===== src/rtl/vsb_pkg.sv =====
package vsb_pkg;
    localparam int OFS_W = 5;
    localparam int END_W = 5;

    typedef struct packed {
        logic [OFS_W-1:0] ofs;
        logic             advance;
        logic             ld_odd;
        logic             ld_even;
        logic             hd_odd;
        logic             hd_even;
        logic [END_W-1:0] end_line;
    } vsb_cfg_t;

    localparam vsb_cfg_t CFG_RESET = '{
        ofs:      OFS_W'(5),
        advance:  1'b1,
        ld_odd:   1'b0,
        ld_even:  1'b0,
        hd_odd:   1'b0,
        hd_even:  1'b0,
        end_line: END_W'(10)
    };

    typedef struct packed {
        vsb_cfg_t cfg;
        logic     odd;
        logic     vs;
    } vsb_state_t;
endpackage


===== src/rtl/vsb_cfg_select.sv =====
module vsb_cfg_select
    import vsb_pkg::*;
(
    input  logic     field_start,
    input  vsb_cfg_t live_cfg,
    input  logic     live_odd,
    input  vsb_cfg_t held_cfg,
    input  logic     held_odd,
    output vsb_cfg_t eff_cfg,
    output logic     eff_odd
);
    // At a field start the fresh settings govern that same strobe.
    always_comb begin
        if (field_start) begin
            eff_cfg = live_cfg;
            eff_odd = live_odd;
        end else begin
            eff_cfg = held_cfg;
            eff_odd = held_odd;
        end
    end
endmodule


===== src/rtl/vsb_begin_calc.sv =====
module vsb_begin_calc
    import vsb_pkg::*;
#(
    parameter int HPOS_W     = 11,
    parameter int NOM_LINE   = 4,
    parameter int ODD_LINES  = 263,
    parameter int EVEN_LINES = 262
) (
    input  vsb_cfg_t          cfg,
    input  logic              odd,
    output logic [HPOS_W-1:0] beg_pos
);
    localparam int SW = HPOS_W + 2;
    localparam logic [SW-1:0] ODD_SPAN  = SW'(2 * ODD_LINES);
    localparam logic [SW-1:0] EVEN_SPAN = SW'(2 * EVEN_LINES);

    logic [SW-1:0] nom_v, ofs_v, line_v, pos_v, wrap_v;
    logic          ld_sel, hd_sel;

    always_comb begin
        nom_v  = SW'(NOM_LINE);
        ofs_v  = SW'(cfg.ofs);
        ld_sel = odd ? cfg.ld_odd : cfg.ld_even;
        hd_sel = odd ? cfg.hd_odd : cfg.hd_even;
        // signed shift first, then whole-line, then half-line delay
        line_v = cfg.advance ? (nom_v - ofs_v) : (nom_v + ofs_v);
        pos_v  = (line_v << 1) + {{(SW-2){1'b0}}, ld_sel, hd_sel};
        if (pos_v[SW-1]) begin
            wrap_v = pos_v + (odd ? ODD_SPAN : EVEN_SPAN);
        end else begin
            wrap_v = pos_v;
        end
        beg_pos = wrap_v[HPOS_W-1:0];
    end
endmodule


===== src/rtl/vsb_end_calc.sv =====
module vsb_end_calc
    import vsb_pkg::*;
#(
    parameter int HPOS_W   = 11,
    parameter int NOM_LINE = 4
) (
    input  vsb_cfg_t          cfg,
    output logic [HPOS_W-1:0] end_pos
);
    localparam int SW = HPOS_W + 1;

    logic [SW-1:0] line_v;

    always_comb begin
        line_v  = SW'(NOM_LINE) + SW'(cfg.end_line);
        end_pos = HPOS_W'(line_v << 1);
    end
endmodule


===== src/rtl/vsync_begin_gen.sv =====
module vsync_begin_gen
    import vsb_pkg::*;
#(
    parameter int LINE_W     = 10,
    parameter int NOM_LINE   = 4,
    parameter int ODD_LINES  = 263,
    parameter int EVEN_LINES = 262
) (
    input  logic                 clk,
    input  logic                 rst_n,
    input  logic                 hl_stb,
    input  logic [LINE_W-1:0]    line_idx,
    input  logic                 half_sel,
    input  logic                 field_odd,
    input  logic [OFS_W-1:0]     cfg_ofs,
    input  logic                 cfg_advance,
    input  logic                 cfg_ld_odd,
    input  logic                 cfg_ld_even,
    input  logic                 cfg_hd_odd,
    input  logic                 cfg_hd_even,
    input  logic [END_W-1:0]     cfg_end_line,
    output logic                 vs_out,
    output logic                 v_flag
);
    localparam int HPOS_W = LINE_W + 1;

    vsb_state_t        st_d, st_q;
    vsb_cfg_t          live_cfg, eff_cfg;
    logic              eff_odd;
    logic              field_start;
    logic [HPOS_W-1:0] hpos, beg_pos, end_pos;

    assign live_cfg = '{
        ofs:      cfg_ofs,
        advance:  cfg_advance,
        ld_odd:   cfg_ld_odd,
        ld_even:  cfg_ld_even,
        hd_odd:   cfg_hd_odd,
        hd_even:  cfg_hd_even,
        end_line: cfg_end_line
    };
    assign hpos        = {line_idx, half_sel};
    assign field_start = hl_stb && (line_idx == '0) && !half_sel;

    vsb_cfg_select u_sel (
        .field_start (field_start),
        .live_cfg    (live_cfg),
        .live_odd    (field_odd),
        .held_cfg    (st_q.cfg),
        .held_odd    (st_q.odd),
        .eff_cfg     (eff_cfg),
        .eff_odd     (eff_odd)
    );

    vsb_begin_calc #(
        .HPOS_W     (HPOS_W),
        .NOM_LINE   (NOM_LINE),
        .ODD_LINES  (ODD_LINES),
        .EVEN_LINES (EVEN_LINES)
    ) u_beg (
        .cfg     (eff_cfg),
        .odd     (eff_odd),
        .beg_pos (beg_pos)
    );

    vsb_end_calc #(
        .HPOS_W   (HPOS_W),
        .NOM_LINE (NOM_LINE)
    ) u_end (
        .cfg     (eff_cfg),
        .end_pos (end_pos)
    );

    always_comb begin
        st_d = st_q;
        if (field_start) begin
            st_d.cfg = live_cfg;
            st_d.odd = field_odd;
        end
        if (hl_stb) begin
            if (hpos == end_pos) st_d.vs = 1'b0;
            // a start on the same half-line overrides the end
            if (hpos == beg_pos) st_d.vs = 1'b1;
        end
    end

    always_ff @(posedge clk) begin
        if (!rst_n) begin
            st_q <= '{cfg: CFG_RESET, odd: 1'b1, vs: 1'b0};
        end else begin
            st_q <= st_d;
        end
    end

    assign vs_out = st_q.vs;
    assign v_flag = st_q.vs;
endmodule


===== config.mk =====
export PLATFORM = sky130hd
export DESIGN_NAME = vsync_begin_gen
export DESIGN_NICKNAME = d
export VERILOG_FILES = /design/src/rtl/vsb_pkg.sv /design/src/rtl/vsb_cfg_select.sv /design/src/rtl/vsb_begin_calc.sv /design/src/rtl/vsb_end_calc.sv /design/src/rtl/vsync_begin_gen.sv
export SDC_FILE = /design/constraint.sdc
export NUM_CORES = 1
export LEC_CHECK = 0
export CAP_MARGIN = 20
export CORE_MARGIN = 2
export CORE_UTILIZATION = 34
export DETAILED_ROUTE_END_ITERATION = 7
export DONT_BUFFER_PORTS = 1
export PLACE_DENSITY = 0.47
export SLEW_MARGIN = 20
export SYNTH_ARGS = -nofsm -noshare
export SYNTH_HDL_FRONTEND = slang
export SYNTH_SLANG_ARGS = --single-unit

===== constraint.sdc =====
create_clock -name clk -period 15.3 [get_ports clk]
set_input_delay 3.06 -clock clk [delete_from_list [all_inputs] [get_ports clk]]
set_output_delay 3.06 -clock clk [all_outputs]
set_load 0.02 [all_outputs]

Word level (Yosys, flattened, before mapping) --
Index checks and enable logic that the tools add are counted.
Storage, ports and cells: register bits after elaboration 17, word-level logic and storage cells 31
Cells by class: mux-type cells 9, add/sub/neg operators 5, equality and inequality tests 2, reductions and logical operators 6
Operators with widths (number):
- 11-bit equality test | 2
- 15-bit two-way mux | 1
- 13-bit by 2-bit adder with 13-bit output | 1
- 3-bit by 5-bit adder with 6-bit output, first input constant | 2
- 12-bit two-way mux | 1
- 11-bit by 10-bit adder with 11-bit output | 1
- 11-bit two-way mux | 1
- 10-bit zero test | 1
- 3-bit by 5-bit subtractor with 6-bit output, first input constant | 1
- 1-bit two-way mux | 5
- 1-bit logical AND | 2
- 2-bit two-way mux | 1
- 2-bit AND reduction | 1
- 2-bit nonzero test | 1
- 1-bit zero test | 1

Longest topological paths before layout --
Gate-level depths: netlist of the first run.
depth after elaboration 12, mapped depth 22, gate-level depth less buffers 17

Cells and area by module --
Synthesis of the first run repeated with hierarchy kept, for this count alone.
Second synthesis, totals: cell total of the unflattened synthesis 197, area total of the unflattened synthesis 1901.8 um2
By module, submodules not included:
- vsync_begin_gen | times used 1, sequential area each 340.3 um2, cells an instance 91, area each 932.1 um2
- vsb_begin_calc | times used 1, sequential area each 0.0 um2, cells an instance 76, area each 633.1 um2
- vsb_cfg_select | times used 1, sequential area each 0.0 um2, cells an instance 18, area each 249.0 um2
- vsb_end_calc | times used 1, sequential area each 0.0 um2, cells an instance 12, area each 87.6 um2

Worst setup path before layout of the first run --
Ideal clock, no wire load.
path kind input to register, from in line_idx[2], to reg st_q, in the netlist v_flag, buffers on the path 5, arrival time 6994 ps, cell stages on the path 20, data required time 15204 ps, library setup time 96 ps, path slack 8211 ps, path through buf_4 > nor4_4 > nand4_1 > buf_2 > buf_2 > clkbuf_1 > mux2i_1 > ha_1 > nor2_1 > a21oi_1 > ha_1 > inv_1 > ha_1 > clkbuf_1 > or2_2 > a211o_1 > o311ai_0 > mux2i_1 > nand4b_1 > o41ai_2
Between the ends: cells in the longest elaborated chain, start to end 12, elaborated cells between the ends (all ways) 20, those cells by class 5 x add/sub; 2 x eq/ne; 8 x mux; 5 x reduce/logical
RTL lines:
- start, declared | RTL line vsync_begin_gen.sv:12 | input logic [LINE_W-1:0] line_idx,
- 10-bit zero test | RTL line vsync_begin_gen.sv:43 | assign field_start = hl_stb && (line_idx == '0) && !half_sel;
- 1-bit logical AND (2 in series) | RTL line vsync_begin_gen.sv:43
- 15-bit two-way mux | RTL line vsb_cfg_select.sv:14 | if (field_start) begin
- 3-bit by 5-bit adder with 6-bit output or 3-bit by 5-bit subtractor with 6-bit output (tied branches) | RTL line vsb_begin_calc.sv:26 | line_v = cfg.advance ? (nom_v - ofs_v) : (nom_v + ofs_v);
- 12-bit two-way mux | RTL line vsb_begin_calc.sv:26
- 13-bit by 2-bit adder with 13-bit output | RTL line vsb_begin_calc.sv:27 | pos_v = (line_v << 1) + {{(SW-2){1'b0}}, ld_sel, hd_sel};
- 11-bit by 10-bit adder with 11-bit output | RTL line vsb_begin_calc.sv:29 | wrap_v = pos_v + (odd ? ODD_SPAN : EVEN_SPAN);
- 11-bit two-way mux | RTL line vsb_begin_calc.sv:28 | if (pos_v[SW-1]) begin
- 11-bit equality test | RTL line vsync_begin_gen.sv:83 | if (hpos == beg_pos) st_d.vs = 1'b1;
- 2-bit nonzero test (no source line)
- 2-bit AND reduction (no source line)
- end signal, assigned | RTL line vsync_begin_gen.sv:89 | st_q <= '{cfg: CFG_RESET, odd: 1'b1, vs: 1'b0};
- end signal, assigned | RTL line vsync_begin_gen.sv:91 | st_q <= st_d;
- end, declared | RTL line vsync_begin_gen.sv:27 | vsb_state_t st_d, st_q;
Parallel ways exist; a longest one is shown, timed or not. A chain may end at the register's enable or synchronous reset.

Worst setup path after layout of the first run --
from in line_idx[9], to reg st_q, in the netlist v_flag
Same word-level chain as after synthesis.

==> results of run 1 <==
-- layer usage --
layer,vias to the layer above,share of wire [%]
li1,903,-
met1,801,49
met2,40,45
met3,0,6.0
met4,0,0
met5,-,0
-- path summary, 6_finish.rpt --
| check | startpoint | end | slack, ns | depth (start not counted) |
|---|---|---|---|---|
| worst max-delay path | line_idx[9] | v_flag | 8.64 | 16 |
| worst min-delay path | st_q[8] | st_q[8] | 0.46 | 2 |
| worst max register to register | st_q[13] | v_flag | 11.93 | 13 |
| worst min register to register | st_q[8] | st_q[8] | 0.46 | 2 |
-- placed cells by master, fill, tap and decap left out, types with 7 or more instances in the layout --
master	synthesis	final
nand2_1	30	30
xnor2_1	21	21
a21oi_1	17	17
dfxtp_1	17	17
nor2_1	16	16
mux2i_1	15	15
inv_1	9	9
nand3_1	8	8
ha_1	8	8
o21ai_0	7	7
-- area by class of cell --
cell class                 count  area (sq um)  area share [%]
clock inverter                 1         7.507          0.3619
clock buffer                   3         41.29           1.990
sequential                    17         340.3           16.41
multi-input combinational    211          1550           74.73
timing repair buffer           1         7.507          0.3619
tap                           75         93.84           4.524
inverter                       9         33.78           1.628
-- synthesized netlist by cell type, types with 4 or more instances --
| cell type | instances | area [sq um] |
|---|---|---|
| buf_2 | 6 | 30.03 |
| o211ai_1 | 4 | 30.03 |
| a211oi_1 | 5 | 37.54 |
| dfxtp_1 | 17 | 340.3 |
| xnor2_1 | 21 | 183.9 |
| o21ai_0 | 7 | 35.03 |
| o2111ai_1 | 4 | 35.03 |
| nand2_1 | 30 | 112.6 |
| xor2_1 | 5 | 43.79 |
| mux2i_1 | 15 | 150.1 |
| nand3_1 | 8 | 40.04 |
| nor2_1 | 16 | 60.06 |
| nand2b_1 | 6 | 37.54 |
| clkbuf_1 | 4 | 15.01 |
| inv_1 | 9 | 33.78 |
| nand4_1 | 5 | 31.28 |
| a21oi_1 | 17 | 85.08 |
| ha_1 | 8 | 100.1 |
| nor3_1 | 6 | 30.03 |
-- flip-flops by register name, indices dropped and copies added, names as in the netlist --
register / flops
v_flag: 1
st_q: 16
-- critical path, stage by stage --
cell      delay, ns
nor4b_2        0.36
nand4_1        0.13
buf_4          0.27
mux2i_1        0.29
ha_1           0.33
nor2_1         0.12
a21oi_1        0.05
ha_1           0.32
inv_1          0.30
nor3_1         0.15
a22o_1         0.30
and2_1         0.20
a311oi_1       0.34
xnor2_1        0.17
o311ai_1       0.13
o41ai_2        0.27
-- kinds of logic after synthesis --
logic type               Yosys count  share of synthesized area (%)
AND/OR/NAND/NOR                   93                          25.41
adder cells (fa/ha/maj)            8                          4.969
XOR/XNOR                          28                          13.79
flip-flops                        17                          16.89
buffers and inverters             24                          6.149
AO/OA/AOI/OAI                     66                          24.60
multiplexers                      16                          8.198
-- power by group through the flow --
stage | Combinational [mW] | Sequential (mW) | Clock, mW
after floorplan | 0.00907 | 0.0453 | 0
after global placement | 0.00934 | 0.0453 | 0
after detailed placement | 0.00934 | 0.0453 | 0
after CTS | 0.00940 | 0.0442 | 0.0371
after global routing | 0.0103 | 0.0442 | 0.0385
final | 0.00927 | 0.0442 | 0.0356
-- per-stage QoR --
step | instance area [sq um] | hold slack [ns]
after CTS | 2074 | 0.4594
after global placement | 2026 | 0.4478
after floorplan | 2014 | 0.4357
after global routing | 2074 | 0.4806
final | 2074 | 0.4569
after detailed placement | 2026 | 0.4489
==> flow_summary_export.csv, run 1 <==
group,metric,value,unit
run_status,status,"finished, final reports clean",
synth,synth_edf_count,0,
clock_tree,clk_pin_slew,0.07,ns
die,initial_core_util,34.64,%
die,die_y,80.97,microns
pwr,p_total,0.08907,mW
hold_path,hold_path_class,"reg2reg",
final_layout,nets,281,
global_routing,grt.busiest_layer,"met2",
synth,yosys_most_used_dff,"dfxtp_1",
placement,portBuffers,0,
synth,avgSynthCellArea,7.994,sq um
synth,yosysWarnings,0,
timing,finalCritPeriodShare,43.51,%
final_layout,n_fill_cell,638,
critical_path,crit_type,"in2reg",
clock_tree,clockRootBuffer,"clkbuf_8",
timing,slew_headroom,58.49,%
drt,firstDrtPassIters,4,
global_routing,use_met3,4.111,%
job,drv_cap,0,
clock_tree,cts_tree,"done",
global_routing,grt_pass1_wl,8466,microns
global_routing,grt_util_met2,25.79,%
die,core.rowCount,28,
pwr,total_leakage_power,0.7935,nW
clock_tree,clk_latency,0.26,ns
synth,synth_cell_types,54,
clock_tree,cts_buffers,3,
drt,drcViolationCount,0,
die,ioPinCount,32,
timing,final-setup-viol-count,0,
global_routing,grt_pass1_vias,1642,
pwr,switching_share,24.30,%
clock_tree,htree_levels,1,
timing,finalSetupTns,0,ns
global_routing,grt_usage,16.89,%
critical_path,end_kind,"flop",
final_layout,utilization,35.67,%
pwr,clkPwrFrac,39.9,%
global_routing,use_met1,24.65,%
drt,vias,1744,
synth,synth_area,2014,sq um
pwr,comb_power_share,10.4,%
drt,ant_nets,0,
drt,viasPerCell,5.502,
placement,dp.final_hpwl,4280,microns
placement,dp_cells,313,
timing,fin_ws,8.643,ns
global_routing,grt_max_degree,35,
drt,drtIter0Drc,73,
synth,synth_seq_cells,17,
timing,fmax,150.2,MHz
clock_tree,cts_buffer_depth,2,
timing,fin_crit,6.657,ns
die,dieArea,6556,sq um
final_layout,area_growth,2.981,%
die,core-area,5816,sq um
synth,seq_area_frac_synth,16.89,%
pwr,p_per_area,42.94,nW/um^2
final_layout,finalNonFillerCells,317,
die,fp.dieW,80.97,microns
clock_tree,cts_hold_buf,0,
clock_tree,post-cts-setup-buffers,0,
global_routing,grt_overflow,0,
critical_path,cp.required,15.47,ns
critical_path,start_kind,"input port",
timing,slew_violations,0,
pwr,vdd_drop_max,0.00003758,V
clock_tree,post_cts_resized,0,
global_routing,antenna_found_initial,0,
final_layout,diodes,0,
drt,wirelength,5342,microns
pwr,netSwitchingPower,0.02164,mW
placement,dp_slack,8.371,ns
critical_path,cp_data_arrival_time,6.82,ns
synth,synth_nets,290,
timing,finalHoldViolations,0,
pwr,p_int,0.06743,mW
drt,wl_per_cell,16.85,microns
placement,gp_congestion,0.7822,
final_layout,drive_gt1_share,8.678,%
timing,grt_setup_unrepaired,"false",
timing,clock_skew,0.0008824,ns
pwr,p_seq_share,49.7,%
synth,synth_cells,252,
clock_tree,cts.sinks,17,
critical_path,crit_fanout,34,
timing,tightest_slew,0.6227,ns
synth,synth-async-reset-ratio,0,%
Note: power is estimated with default switching activity, not from simulation.
==> run 2, diff against run 1 <==
==> constraint.sdc (replaced) <==
create_clock -name clk -period 6.6 [get_ports clk]
set_input_delay 1.32 -clock clk [delete_from_list [all_inputs] [get_ports clk]]
set_output_delay 1.32 -clock clk [all_outputs]
set_load 0.02 [all_outputs]
==> run 2 against run 1 <==
Against the previous run: critical path depth is 1 lower; critical endpoint unchanged; routed wire length is 2.0% higher; core utilization is 0.19 points higher.
==> flow_summary_export.csv, run 2 (synthesis gave the netlist of run 1 again) <==
group,metric,value,unit
run_status,status,"finished, final reports clean",
job,drv_cap,0,
global_routing,grt_pass1_wl,8645,microns
final_layout,finalNonFillerCells,319,
clock_tree,post-cts-setup-buffers,0,
die,initial_core_util,34.64,%
timing,clock_skew,0.002528,ns
clock_tree,clk_pin_slew,0.07,ns
timing,hold_ws,0.4615,ns
timing,finalHoldViolations,0,
placement,dp.final_hpwl,4507,microns
clock_tree,htree_levels,1,
global_routing,antenna_found_initial,0,
drt,wirelength,5450,microns
timing,finalSetupTns,0,ns
timing,fmax,188.7,MHz
placement,dp_cells,315,
critical_path,cpLargestDelayFamily,"simple AND/OR/NAND/NOR gates",
critical_path,crit_fanout,12,
timing,slew_headroom,59.73,%
clock_tree,clockRootBuffer,"clkbuf_8",
final_layout,largest_reg_flops,16,
drt,ant_nets,0,
final_layout,multiInputGateArea,1550,sq um
critical_path,start_kind,"input port",
global_routing,grt_usage,16.93,%
die,ioPinCount,32,
critical_path,crit_cells,15,
hold_path,hold_path_class,"reg2reg",
critical_path,rr_endpoint,"v_flag",
drt,wl_per_cell,17.08,microns
clock_tree,clk_latency,0.25,ns
pwr,p_total,0.2041,mW
critical_path,crit_type,"in2reg",
pwr,p_per_area,97.84,nW/um^2
final_layout,mostFrequentLayoutCells,"nand2_1, xnor2_1, a21oi_1, dfxtp_1, nor2_1",
drt,drcViolationCount,0,
final_layout,area_growth,3.540,%
final_layout,utilization,35.86,%
clock_tree,post_cts_resized,0,
clock_tree,cts_buffers,3,
die,core-area,5816,sq um
die,fp.dieW,80.97,microns
critical_path,end_kind,"flop",
final_layout,seq_area,340.3,sq um
drt,drtIter0Drc,80,
die,dieArea,6556,sq um
global_routing,grt_overflow,0,
drt,viasPerCell,5.618,
critical_path,cpPeakStageDelay,0.57,ns
critical_path,cp.required,6.76,ns
final_layout,diodes,0,
timing,finalCritPeriodShare,80.28,%
placement,gp_congestion,0.8879,
critical_path,reg2reg_slack,3.18,ns
critical_path,timing.rr.start,"st_q[12]",
critical_path,r2r_cells,13,
clock_tree,cts_buffer_depth,2,
drt,firstDrtPassIters,4,
critical_path,crit_buf_inv,1,
global_routing,grt_max_degree,15,
timing,final-setup-viol-count,0,
critical_path,cp-startpoint,"line_idx[9]",
timing,fin_crit,5.299,ns
drt,vias,1792,
critical_path,cp_data_arrival_time,5.46,ns
timing,tightest_slew,0.6022,ns
timing,slew_violations,0,
final_layout,regMostFlops,"st_q",
clock_tree,cts_tree,"done",
pwr,total_leakage_power,0.8042,nW
global_routing,grt_pass1_vias,1673,
pwr,vdd_drop_max,0.00006192,V
critical_path,crit_slowest_cell,"nand4_1",
die,core.rowCount,28,
placement,portBuffers,0,
timing,grt_setup_unrepaired,"false",
final_layout,nets,283,
final_layout,drive_gt1_share,9.016,%
final_layout,final_common_cell,"nand2_1",
critical_path,path_cells,"nor4b_2 > nand4_1 > mux2i_1 > ha_1 > nor2_1 > a21oi_1 > ha_1 > inv_1 > nor3_1 > a22o_1 > and2_1 > a311oi_1 > xnor2_1 > o311ai_1 > o41ai_2",
final_layout,n_fill_cell,641,
clock_tree,cts_hold_buf,0,
die,die_y,80.97,microns
critical_path,cp_common_cell,"ha_1",
critical_path,critPathCapture,"v_flag",
clock_tree,cts.sinks,17,
## run 2: area by class of cell
| class | instances | share of cell area, % |
|---|---|---|
| multi-input combinational | 211 | 74.33 |
| sequential | 17 | 16.32 |
| tap | 75 | 4.499 |
| clock buffer | 4 | 2.160 |
| inverter | 9 | 1.620 |
| timing repair buffer | 3 | 1.080 |
## run 2: layer usage
metal	routed length, microns	vias to the layer above	GRT usage [%]
li1	-	906	-
met4	75	0	4.068
met5	0	-	0
met2	2520	40	27.11
met3	302	6	3.889
met1	2551	840	23.00
## run 2: how the worst min path moves through the flow
stage,start,to,cells past startpoint
floorplan,st_q[7],st_q[7],2
global placement,st_q[8],st_q[8],2
detailed placement,st_q[10],st_q[10],2
CTS,st_q[10],st_q[10],2
global route,st_q[10],st_q[10],2
finish,st_q[10],st_q[10],2
## run 2: stage by stage
step	setup slack, ns	cell area, sq um
6_report	1.301	2086
5_1_grt	0.9407	2086
4_1_cts	1.330	2086
3_5_place_dp	1.068	2041
3_3_place_gp	1.114	2041
2_1_floorplan	1.251	2014
## run 2: worst register-to-register path, cell delays in order, from the launching register on
cell      delay, ns
dfxtp_1        0.34
mux2i_1        0.29
ha_1           0.34
nor2_1         0.12
a21oi_1        0.06
ha_1           0.32
inv_1          0.30
nor3_1         0.16
a22o_1         0.29
and2_1         0.20
a311oi_1       0.37
xnor2_1        0.16
o311ai_1       0.13
o41ai_2        0.27
## run 2: report_power, final
group,switching [mW],leakage [nW],internal (mW)
Combinational,0.0105,0.644,0.0113
Sequential,0.0000350,0.137,0.103
Clock,0.0369,0.0228,0.0428
Total,0.0474,0.804,0.157
